`src/rtl/pacer_pkg.sv`:
```
package pacer_pkg;
  typedef enum logic [1:0] {
    RND_NEAREST = 2'b00,
    RND_UP      = 2'b01,
    RND_DOWN    = 2'b10,
    RND_NEAR_B  = 2'b11
  } round_e;

  typedef enum logic [2:0] {
    ST_IDLE,
    ST_PRE,
    ST_CONV,
    ST_SCAN,
    ST_OUT
  } calc_state_e;
endpackage

```
`src/rtl/pacer_itdiv.sv`:
```
// Restoring divider: one quotient bit per cycle, done pulses the cycle after the last bit.
module pacer_itdiv #(
  parameter int NW = 33
) (
  input  logic          clk,
  input  logic          rst_n,
  input  logic          start,
  input  logic [NW-1:0] dividend,
  input  logic [NW-1:0] divisor,
  output logic          done,
  output logic [NW-1:0] quotient
);
  localparam int CNT_W = $clog2(NW + 1);

  logic [NW-1:0]    rem_q, quo_q, dvs_q, dvd_q;
  logic [CNT_W-1:0] cnt_q;
  logic             busy_q;
  logic [NW:0]      shifted;
  logic             fits;

  assign shifted  = {rem_q, quo_q[NW-1]};
  assign fits     = shifted >= {1'b0, dvs_q};
  assign quotient = quo_q;

  always_ff @(posedge clk) begin
    if (!rst_n) begin
      rem_q  <= '0;
      quo_q  <= '0;
      dvs_q  <= '0;
      dvd_q  <= '0;
      cnt_q  <= '0;
      busy_q <= 1'b0;
      done   <= 1'b0;
    end else begin
      done <= 1'b0;
      if (start) begin
        rem_q  <= '0;
        quo_q  <= dividend;
        dvd_q  <= dividend;
        dvs_q  <= divisor;
        cnt_q  <= CNT_W'(NW);
        busy_q <= 1'b1;
      end else if (busy_q) begin
        if (fits) begin
          rem_q <= NW'(shifted - {1'b0, dvs_q});
          quo_q <= {quo_q[NW-2:0], 1'b1};
        end else begin
          rem_q <= shifted[NW-1:0];
          quo_q <= {quo_q[NW-2:0], 1'b0};
        end
        cnt_q <= cnt_q - 1'b1;
        if (cnt_q == CNT_W'(1)) begin
          busy_q <= 1'b0;
          done   <= 1'b1;
        end
      end
    end
  end

  // the quotient and remainder reconstruct the latched dividend exactly
  p_exact_quot_r5: assert property (@(posedge clk) disable iff (!rst_n)
    done |-> ((2*NW)'(quo_q) * (2*NW)'(dvs_q) + (2*NW)'(rem_q) == (2*NW)'(dvd_q))
             && (rem_q < dvs_q));
endmodule

```
`src/rtl/pacer_clamp.sv`:
```
module pacer_clamp #(
  parameter int IW = 34,
  parameter int OW = 17,
  parameter longint LO = 2,
  parameter longint HI = 65536
) (
  input  logic [IW-1:0] val,
  output logic [OW-1:0] clamped
);
  localparam logic [IW-1:0] LO_V = IW'(LO);
  localparam logic [IW-1:0] HI_V = IW'(HI);

  always_comb begin
    if (val < LO_V)      clamped = OW'(LO);
    else if (val > HI_V) clamped = OW'(HI);
    else                 clamped = val[OW-1:0];
  end
endmodule

```
`src/rtl/pacer_divisor_calc.sv`:
```
module pacer_divisor_calc
  import pacer_pkg::*;
#(
  parameter int PW     = 32,
  parameter int CW     = 16,
  parameter int OSC_NS = 500
) (
  input  logic          clk,
  input  logic          rst_n,
  input  logic          req_valid,
  output logic          req_ready,
  input  logic [PW-1:0] conv_ns,
  input  logic [PW-1:0] scan_ns,
  input  logic [1:0]    round_mode,
  input  logic          conv_timed,
  input  logic          scan_timed,
  output logic          res_valid,
  input  logic          res_ready,
  output logic [CW:0]   res_presc,
  output logic [CW:0]   res_conv_div,
  output logic [CW:0]   res_scan_div,
  output logic [PW:0]   res_conv_ns,
  output logic [PW:0]   res_scan_ns
);
  localparam int     NW      = PW + 1;
  localparam int     DW      = CW + 1;
  localparam int     PRODW   = NW + DW;
  localparam longint MAXDIV  = longint'(1) << CW;
  localparam longint PRE_L   = longint'(OSC_NS) * MAXDIV;
  localparam logic [NW-1:0] PRE_DVS = NW'(PRE_L);

  calc_state_e   state_q;
  logic [PW-1:0] conv_q, scan_q;
  round_e        mode_q;
  logic          conv_t_q, scan_t_q;
  logic [DW-1:0] presc_q, cdiv_q, sdiv_q;
  logic          div_start_q, div_done;
  logic [NW-1:0] div_dvd, div_dvs, div_quo, base, adj, ref_m1;
  logic [PW-1:0] ref_ns, period_sel;
  logic [NW:0]   clamp_in;
  logic [DW-1:0] clamp_out;
  logic [PRODW-1:0] prod_c, prod_s;

  assign req_ready = (state_q == ST_IDLE);
  assign res_valid = (state_q == ST_OUT);

  // Prescaler reference: the scan interval wins when it is timed.
  assign ref_ns = scan_t_q ? scan_q : (conv_t_q ? conv_q : '0);
  assign ref_m1 = (ref_ns == '0) ? '0 : NW'(ref_ns) - NW'(1);
  assign base   = NW'(OSC_NS) * NW'(presc_q);

  always_comb begin
    unique case (mode_q)
      RND_UP:   adj = base - NW'(1);
      RND_DOWN: adj = '0;
      default:  adj = base >> 1;
    endcase
  end

  assign period_sel = (state_q == ST_CONV) ? conv_q : scan_q;
  assign div_dvd    = (state_q == ST_PRE) ? ref_m1 : (NW'(period_sel) + adj);
  assign div_dvs    = (state_q == ST_PRE) ? PRE_DVS : base;
  assign clamp_in   = {1'b0, div_quo} + ((state_q == ST_PRE) ? (NW+1)'(1) : '0);

  pacer_itdiv #(.NW(NW)) u_div (
    .clk      (clk),
    .rst_n    (rst_n),
    .start    (div_start_q),
    .dividend (div_dvd),
    .divisor  (div_dvs),
    .done     (div_done),
    .quotient (div_quo)
  );

  pacer_clamp #(.IW(NW + 1), .OW(DW), .LO(2), .HI(MAXDIV)) u_clamp (
    .val     (clamp_in),
    .clamped (clamp_out)
  );

  always_ff @(posedge clk) begin
    if (!rst_n) begin
      state_q     <= ST_IDLE;
      conv_q      <= '0;
      scan_q      <= '0;
      mode_q      <= RND_NEAREST;
      conv_t_q    <= 1'b0;
      scan_t_q    <= 1'b0;
      presc_q     <= DW'(2);
      cdiv_q      <= '0;
      sdiv_q      <= '0;
      div_start_q <= 1'b0;
    end else begin
      div_start_q <= 1'b0;
      unique case (state_q)
        ST_IDLE: if (req_valid) begin
          conv_q      <= conv_ns;
          scan_q      <= scan_ns;
          mode_q      <= round_e'(round_mode);
          conv_t_q    <= conv_timed;
          scan_t_q    <= scan_timed;
          div_start_q <= 1'b1;
          state_q     <= ST_PRE;
        end
        ST_PRE: if (div_done) begin
          presc_q     <= clamp_out;
          div_start_q <= 1'b1;
          state_q     <= ST_CONV;
        end
        ST_CONV: if (div_done) begin
          cdiv_q      <= clamp_out;
          div_start_q <= 1'b1;
          state_q     <= ST_SCAN;
        end
        ST_SCAN: if (div_done) begin
          sdiv_q  <= clamp_out;
          state_q <= ST_OUT;
        end
        ST_OUT: if (res_ready) state_q <= ST_IDLE;
        default: state_q <= ST_IDLE;
      endcase
    end
  end

  assign prod_c = PRODW'(base) * PRODW'(cdiv_q);
  assign prod_s = PRODW'(base) * PRODW'(sdiv_q);

  assign res_presc    = presc_q;
  assign res_conv_div = conv_t_q ? cdiv_q : '0;
  assign res_scan_div = scan_t_q ? sdiv_q : '0;
  assign res_conv_ns  = conv_t_q ? prod_c[NW-1:0] : '0;
  assign res_scan_ns  = scan_t_q ? prod_s[NW-1:0] : '0;

  p_busy_after_accept_r1: assert property (@(posedge clk) disable iff (!rst_n)
    (req_valid && req_ready) |=> !req_ready);

  p_hold_result_r2: assert property (@(posedge clk) disable iff (!rst_n)
    (res_valid && !res_ready) |=> res_valid && $stable(res_presc)
      && $stable(res_conv_div) && $stable(res_scan_div)
      && $stable(res_conv_ns) && $stable(res_scan_ns));

  p_release_r2: assert property (@(posedge clk) disable iff (!rst_n)
    (res_valid && res_ready) |=> (req_ready && !res_valid));

  p_base_floor_r4: assert property (@(posedge clk) disable iff (!rst_n)
    (state_q == ST_CONV || state_q == ST_SCAN) |-> (base >= NW'(2 * OSC_NS)));

  p_div_range_r8: assert property (@(posedge clk) disable iff (!rst_n)
    (res_valid && conv_t_q) |-> (res_conv_div >= DW'(2) && res_conv_div <= DW'(MAXDIV)));

  p_untimed_zero_r10: assert property (@(posedge clk) disable iff (!rst_n)
    (res_valid && !scan_t_q) |-> (res_scan_div == '0 && res_scan_ns == '0));
endmodule

```
`config.mk`:
```
export PLATFORM = sky130hd
export DESIGN_NAME = pacer_divisor_calc
export DESIGN_NICKNAME = d
export VERILOG_FILES = /design/src/rtl/pacer_pkg.sv /design/src/rtl/pacer_itdiv.sv /design/src/rtl/pacer_clamp.sv /design/src/rtl/pacer_divisor_calc.sv
export SDC_FILE = /design/constraint.sdc
export NUM_CORES = 2
export LEC_CHECK = 0
export BUFFER_PORTS_ARGS = -buffer_cell sky130_fd_sc_hd__buf_4
export CAP_MARGIN = 20
export CORE_UTILIZATION = 40
export CTS_BUF_LIST = sky130_fd_sc_hd__clkbuf_4 sky130_fd_sc_hd__clkbuf_8
export DETAILED_ROUTE_END_ITERATION = 10
export PLACE_DENSITY_LB_ADDON = 0.1
export SLEW_MARGIN = 30
export SYNTH_ARGS = -nofsm -noshare
export SYNTH_HDL_FRONTEND = slang
export SYNTH_HIERARCHICAL = 1
export SYNTH_SLANG_ARGS = --single-unit
export TNS_END_PERCENT = 10
```
`constraint.sdc`:
```
create_clock -name clk -period 17.96 [get_ports clk]
set_clock_uncertainty 0.1 [all_clocks]
set_input_delay 2.694 -clock clk [delete_from_list [all_inputs] [get_ports clk]]
set_output_delay 2.694 -clock clk [all_outputs]
set_load 0.02 [all_outputs]
```
Word-level counts from Yosys, hierarchy flattened
Cells that the tools add are included.
{"block": "classes", "n_addsub": 6, "n_mul": 3, "order_cmp": 3, "n_eq_ne": 12, "n_mux": 33, "n_bitwise": 2, "n_reduce_logical": 11}
{"operator": "$mux W33", "n": 7}
{"operator": "$mux W32", "n": 3}
{"operator": "$mux W17", "n": 4}
{"operator": "$pmux W33 S2", "n": 1}
{"operator": "$mul A24 B17 Y31", "n": 2}
{"operator": "$add A33 B1 Y34", "n": 1}
{"operator": "$ge A34 B33 Y1", "n": 1}
{"operator": "$gt A34 B17 Y1 const B", "n": 1}
{"operator": "$lt A34 B2 Y1 const B", "n": 1}
{"operator": "$add A32 B33 Y33", "n": 1}
{"operator": "$sub A32 B1 Y33 const B", "n": 1}
{"operator": "$sub A33 B33 Y33", "n": 1}
{"operator": "$logic_not A32 Y1", "n": 1}
{"operator": "$sub A26 B1 Y27 const B", "n": 1}
{"operator": "$mux W26", "n": 1}
{"operator": "$mul A7 B17 Y24 const A", "n": 1}
{"operator": "$mux W3", "n": 5}
{"operator": "$pmux W3 S5", "n": 1}
{"operator": "$mux W6", "n": 2}
{"operator": "$mux W1", "n": 8}
{"operator": "$ne A2 B1 Y1 const B", "n": 4}
{"operator": "$reduce_and A2 Y1", "n": 4}
{"operator": "$eq A3 B2 Y1 const B", "n": 2}
{"operator": "$eq A6 B1 Y1 const B", "n": 1}
{"operator": "other kinds (13)", "n": 15}
{"block": "word_totals", "regBits": 230, "elab_cells": 87}

Depth between registers and ports, before layout
{"block": "logic_depth", "depth_word": 6, "ltp_mapped": 42, "depth_no_buf": 39}

Hierarchy
Netlist, hierarchy kept.
{"mod": "pacer_divisor_calc", "n_inst": 1, "cells_each": 4224, "area_each_um2": 34548.1, "seq_area_each_um2": 2462.4}
{"mod": "pacer_itdiv", "n_inst": 1, "cells_each": 753, "area_each_um2": 6412.4, "seq_area_each_um2": 2142.1}
{"mod": "pacer_clamp", "n_inst": 1, "cells_each": 39, "area_each_um2": 231.5, "seq_area_each_um2": 0.0}

Least setup slack after synthesis
No wires, ideal clock.
{"block": "synth_timing", "kind": "register to output", "start": "reg presc_q[1] (netlist: res_presc[1])", "end": "out res_scan_ns[32]", "arrival_ns": 10.191, "path_slack_ns": 4.975, "stages_incl_launch_ff": 39, "path_buffers": 3, "cell_sequence": "dfxtp_1 -> clkbuf_1 -> inv_1 -> fa_1 -> fa_1 -> fa_1 -> fa_1 -> inv_1 -> ha_1 -> or3_1 -> o221a_4 -> a31oi_4 -> o21ai_2 -> nor3_4 -> clkbuf_1 -> clkbuf_1 -> and2_1 -> fa_1 -> (+3 left out) -> inv_1 -> fa_1 -> fa_1 -> inv_1 -> fa_1 -> inv_1 -> ha_1 -> and2_1 -> o21ai_0 -> o311ai_0 -> and2_1 -> o21ai_0 -> nand2b_1 -> a21oi_1 -> o21ai_0 -> a21oi_1 -> xnor2_1 -> nor2_1"}
{"block": "synth_via", "elab_chain_cells": 3}
{"element": "from (decl)", "line_no": "pacer_divisor_calc.sv:36", "source": "logic [DW-1:0] presc_q, cdiv_q, sdiv_q;"}
{"element": "from (signal assigned)", "line_no": "pacer_divisor_calc.sv:105", "source": "presc_q <= clamp_out;"}
{"element": "$mul A7 B17 Y24", "line_no": "pacer_divisor_calc.sv:50", "source": "assign base = NW'(OSC_NS) * NW'(presc_q);"}
{"element": "$mul A24 B17 Y31", "line_no": "pacer_divisor_calc.sv:125", "source": "assign prod_s = PRODW'(base) * PRODW'(sdiv_q);"}
{"element": "$mux W33", "line_no": "pacer_divisor_calc.sv:131", "source": "assign res_scan_ns = scan_t_q ? prod_s[NW-1:0] : '0;"}
{"element": "to (decl)", "line_no": "pacer_divisor_calc.sv:23", "source": "output logic [PW:0] res_scan_ns"}
No other way between the ends.

Final worst setup path
{"block": "layout_timing", "start": "reg presc_q[1] (netlist: res_presc[1])", "end": "out res_conv_ns[32]"}
{"block": "layout_via", "elab_chain_cells": 3}
{"element": "$mul A7 B17 Y24", "line_no": "pacer_divisor_calc.sv:50"}
{"element": "$mul A24 B17 Y31", "line_no": "pacer_divisor_calc.sv:124", "source": "assign prod_c = PRODW'(base) * PRODW'(cdiv_q);"}
{"element": "$mux W33", "line_no": "pacer_divisor_calc.sv:130", "source": "assign res_conv_ns = conv_t_q ? prod_c[NW-1:0] : '0;"}
{"element": "to (decl)", "line_no": "pacer_divisor_calc.sv:22", "source": "output logic [PW:0] res_conv_ns,"}
No other way between the ends.

==> flow_summary_export.csv <==
group,metric,value,unit
outcome,status,"complete, no violations",
sta,period_needed,14.97,ns
drt,wirelength,119500,µm
sta,slew_headroom,28.21,%
power,peakVddDrop,50.30,µV
logic_synthesis,synth_edf_count,0,
logic_synthesis,avgSynthCellArea,8.212,µm²
min_path,hp-start,"cdiv_q[6]",
logic_synthesis,synth-seq-area-share,11.18,%
clock_tree,post_cts_buffers,0,
worst_setup_path,critPathMaxFanout,22,
global_route,met1_usage,33.69,%
power,finalPower,0.001594,W
clock_tree,cts_buffer_depth,3,
sta,rsz0062_at_grt,"no",
logic_synthesis,syn_area,41190,µm²
final_layout,layout_commonest_cell,"inv_1",
global_route,grt_pass1_wl,191500,µm
worst_setup_path,crit_type,"reg -> out",
clock_tree,hold_buffers,0,
worst_setup_path,reg2reg_slack,8.32,ns
logic_synthesis,async_flop_share,0,%
logic_synthesis,synth_top_area_share,30.72,%
die,start_util,40.43,%
worst_setup_path,cp_slowest_stage_delay,0.73,ns
job,maxCapViolCount,0,
worst_setup_path,r2r_end,"u_div/quotient[30]",
global_route,grt_util_met2,38.03,%
global_route,antenna_found_initial,4,
worst_setup_path,required,15.17,ns
clock_tree,cts.clk_slew.worst_paths,0.06,ns
final_layout,layout.nets,6045,
logic_synthesis,ys.flop_type,"dfxtp_1",
drt,wl_per_cell,18.48,µm
worst_setup_path,worstSetupStartpointType,"flop",
final_layout,syn2layout_area_growth,9.043,%
clock_tree,cts_buffers,44,
logic_synthesis,synthCells,5016,
drt,via_per_inst,5.056,
clock_tree,clkSinkCount,230,
logic_synthesis,ys_ff_latch,230,
drt,ant_nets,0,
global_route,use_met3,2.780,%
final_layout,drive_above_1_share,8.459,%
final_layout,layout_common_cells,"inv_1 (916), nand2_1 (781), fa_1 (632)",
min_path,min_path_cells,2,
place,dpl.hpwl,89380,µm
power,p_leak,20.97,nW
drt,drt_first_pass_iters,5,
logic_synthesis,synthTopCellsByArea,"fa_1 (31%), dfxtp_1 (11%), ha_1 (8.4%), inv_1 (8.3%), nand2_1 (7.1%)",
worst_setup_path,critPathCaptureType,"output pin",
die,die_area,104300,µm²
global_route,grt.busiest_layer,"met2",
die,io_pins,191,
drt,vias,32690,
sta,fmax,66.80,MHz
worst_setup_path,arrival,12.18,ns
clock_tree,htree_levels,2,
sta,hold_viol_final,0,
die,dieHeight,322.9,µm
worst_setup_path,slowest_stage,"xor2_4",
drt,drc,0,
clock_tree,clk_latency,0.66,ns
worst_setup_path,reg2reg_from,"res_presc[1]",
logic_synthesis,yosys_warnings,6,
clock_tree,cts_root_buf,"clkbuf_8",
global_route,grt_use_total,23.50,%
global_route,grt_pass1_vias,33230,
sta,period_share,83.36,%
die,die_w,322.9,µm
clock_tree,cts_tree,"built",
logic_synthesis,synthDistinctLibCells,96,
global_route,grt_max_degree,83,
place,port_buffers,186,
logic_synthesis,yosysTopAreaCell,"fa_1",
global_route,grt-ovfl-total,0,
drt,drt_iter0_drc,1877,
min_path,hold_class,"reg -> reg",
sta,finalMaxSlewViolations,0,
min_path,hold_end,"cdiv_q[6]",
sta,tns,0,ns
worst_setup_path,cpMostUsedCell,"fa_1",
power,powerDensity,35.49,nW/µm²
die,rows,117,
worst_setup_path,worstRegToRegCells,34,
sta,worst_slew_pin_slew,1.067,ns
clock_tree,cts_resized,0,
die,core-area,101900,µm²
place,gp_routability_congestion,0.8763,
sta,finalSetupViolations,0,
## Yosys cell counts (58+ instances only)
| cell type | n |
|---|---|
| xor2_1 | 67 |
| and2_1 | 409 |
| dfxtp_1 | 230 |
| fa_1 | 632 |
| a21oi_1 | 146 |
| mux2i_1 | 91 |
| ha_1 | 276 |
| a21boi_0 | 123 |
| nand2_1 | 783 |
| nor2b_1 | 58 |
| nor2_1 | 128 |
| xnor2_1 | 151 |
| clkbuf_1 | 236 |
| inv_1 | 916 |
| o21ai_0 | 169 |
## metal layers
layer	wire length, µm	vias to the layer above
met1	56750	16190
met3	5979	129
li1	-	15620
met5	0	-
met2	54350	752
met4	2418	0
## how the worst max path moves through the flow
stage                       startpoint              end  slack [ns]  depth (start not counted)
after global placement    res_presc[1]  res_conv_ns[32]        3.74                         36
after global routing      res_presc[1]  res_conv_ns[32]        2.28                         36
final                     res_presc[1]  res_conv_ns[32]        2.99                         36
after CTS                 res_presc[1]  res_conv_ns[32]        2.99                         36
after detailed placement  res_presc[1]  res_conv_ns[32]        3.69                         36
after floorplan           res_presc[1]  res_scan_ns[32]        4.97                         38
## stage by stage
| step | area [µm²] | hold WS [ns] | utilization [%] | setup WS (ns) | instances |
|---|---|---|---|---|---|
| 2_1_floorplan | 41240 | 0.3426 | - | 4.975 | 5028 |
| 3_3_place_gp | 43990 | 0.3568 | 43.18 | 3.736 | 6387 |
| 3_5_place_dp | 43990 | 0.3613 | 43.18 | 3.689 | 6387 |
| 4_1_cts | 44910 | 0.3691 | 44.08 | 2.992 | 6463 |
| 5_1_grt | 44910 | 0.3900 | 44.08 | 2.285 | 6463 |
| 6_report | 44920 | 0.3631 | 44.08 | 2.989 | 6465 |
## cells by family (layout without fill, tap and decap cells)
family	count (synthesis)	in the layout	synth area share, %
AOI/OAI and AO/OA	702	702	11.06
xor gates and xnor gates	228	228	5.152
adders and majority gates	908	908	39.10
buffers and inverters	1187	1254	10.99
DFF	230	230	11.18
muxes	124	124	3.113
other	1	15	0.009104
and+or+nand+nor	1636	1636	19.40
## power by group
part | switching [W] | internal (W)
Clock | 0.000251 | 0.000306
Sequential | 0.0000276 | 0.000534
Combinational | 0.000280 | 0.000195
Total | 0.000559 | 0.00104
## critical path: cells and delay by family (launching register included)
kind	cells	cell delay (ns)
simple gates	4	0.92
fa+ha+maj	12	5.69
xor+xnor	2	1.30
compound gates	10	2.58
buf+inv	8	0.72
flops	1	0.31
## registers in the layout (all words and copies together), names as in the netlist
name / cells
conv_t_q: 1
u_div/rem_q: 33
u_div/done: 1
scan_q: 32
sdiv_q: 17
u_div/quotient: 33
u_div/cnt_q: 6
u_div/dvs_q: 33
scan_t_q: 1
conv_q: 32
div_start_q: 1
res_presc: 17
cdiv_q: 17
state_q: 3
mode_q: 2
u_div/busy_q: 1
## layout make-up
cell class | instances | area, µm²
multi-input combinational | 3611 | 32260
fill | 10570 | 56970
sequential | 230 | 4617
clock inverter | 11 | 105.1
antenna | 2 | 5.005
timing repair buffer | 261 | 1959
tap | 1368 | 1712
clock buffer | 65 | 813.3
inverter | 917 | 3442
Power figures use the tool's default switching activity.
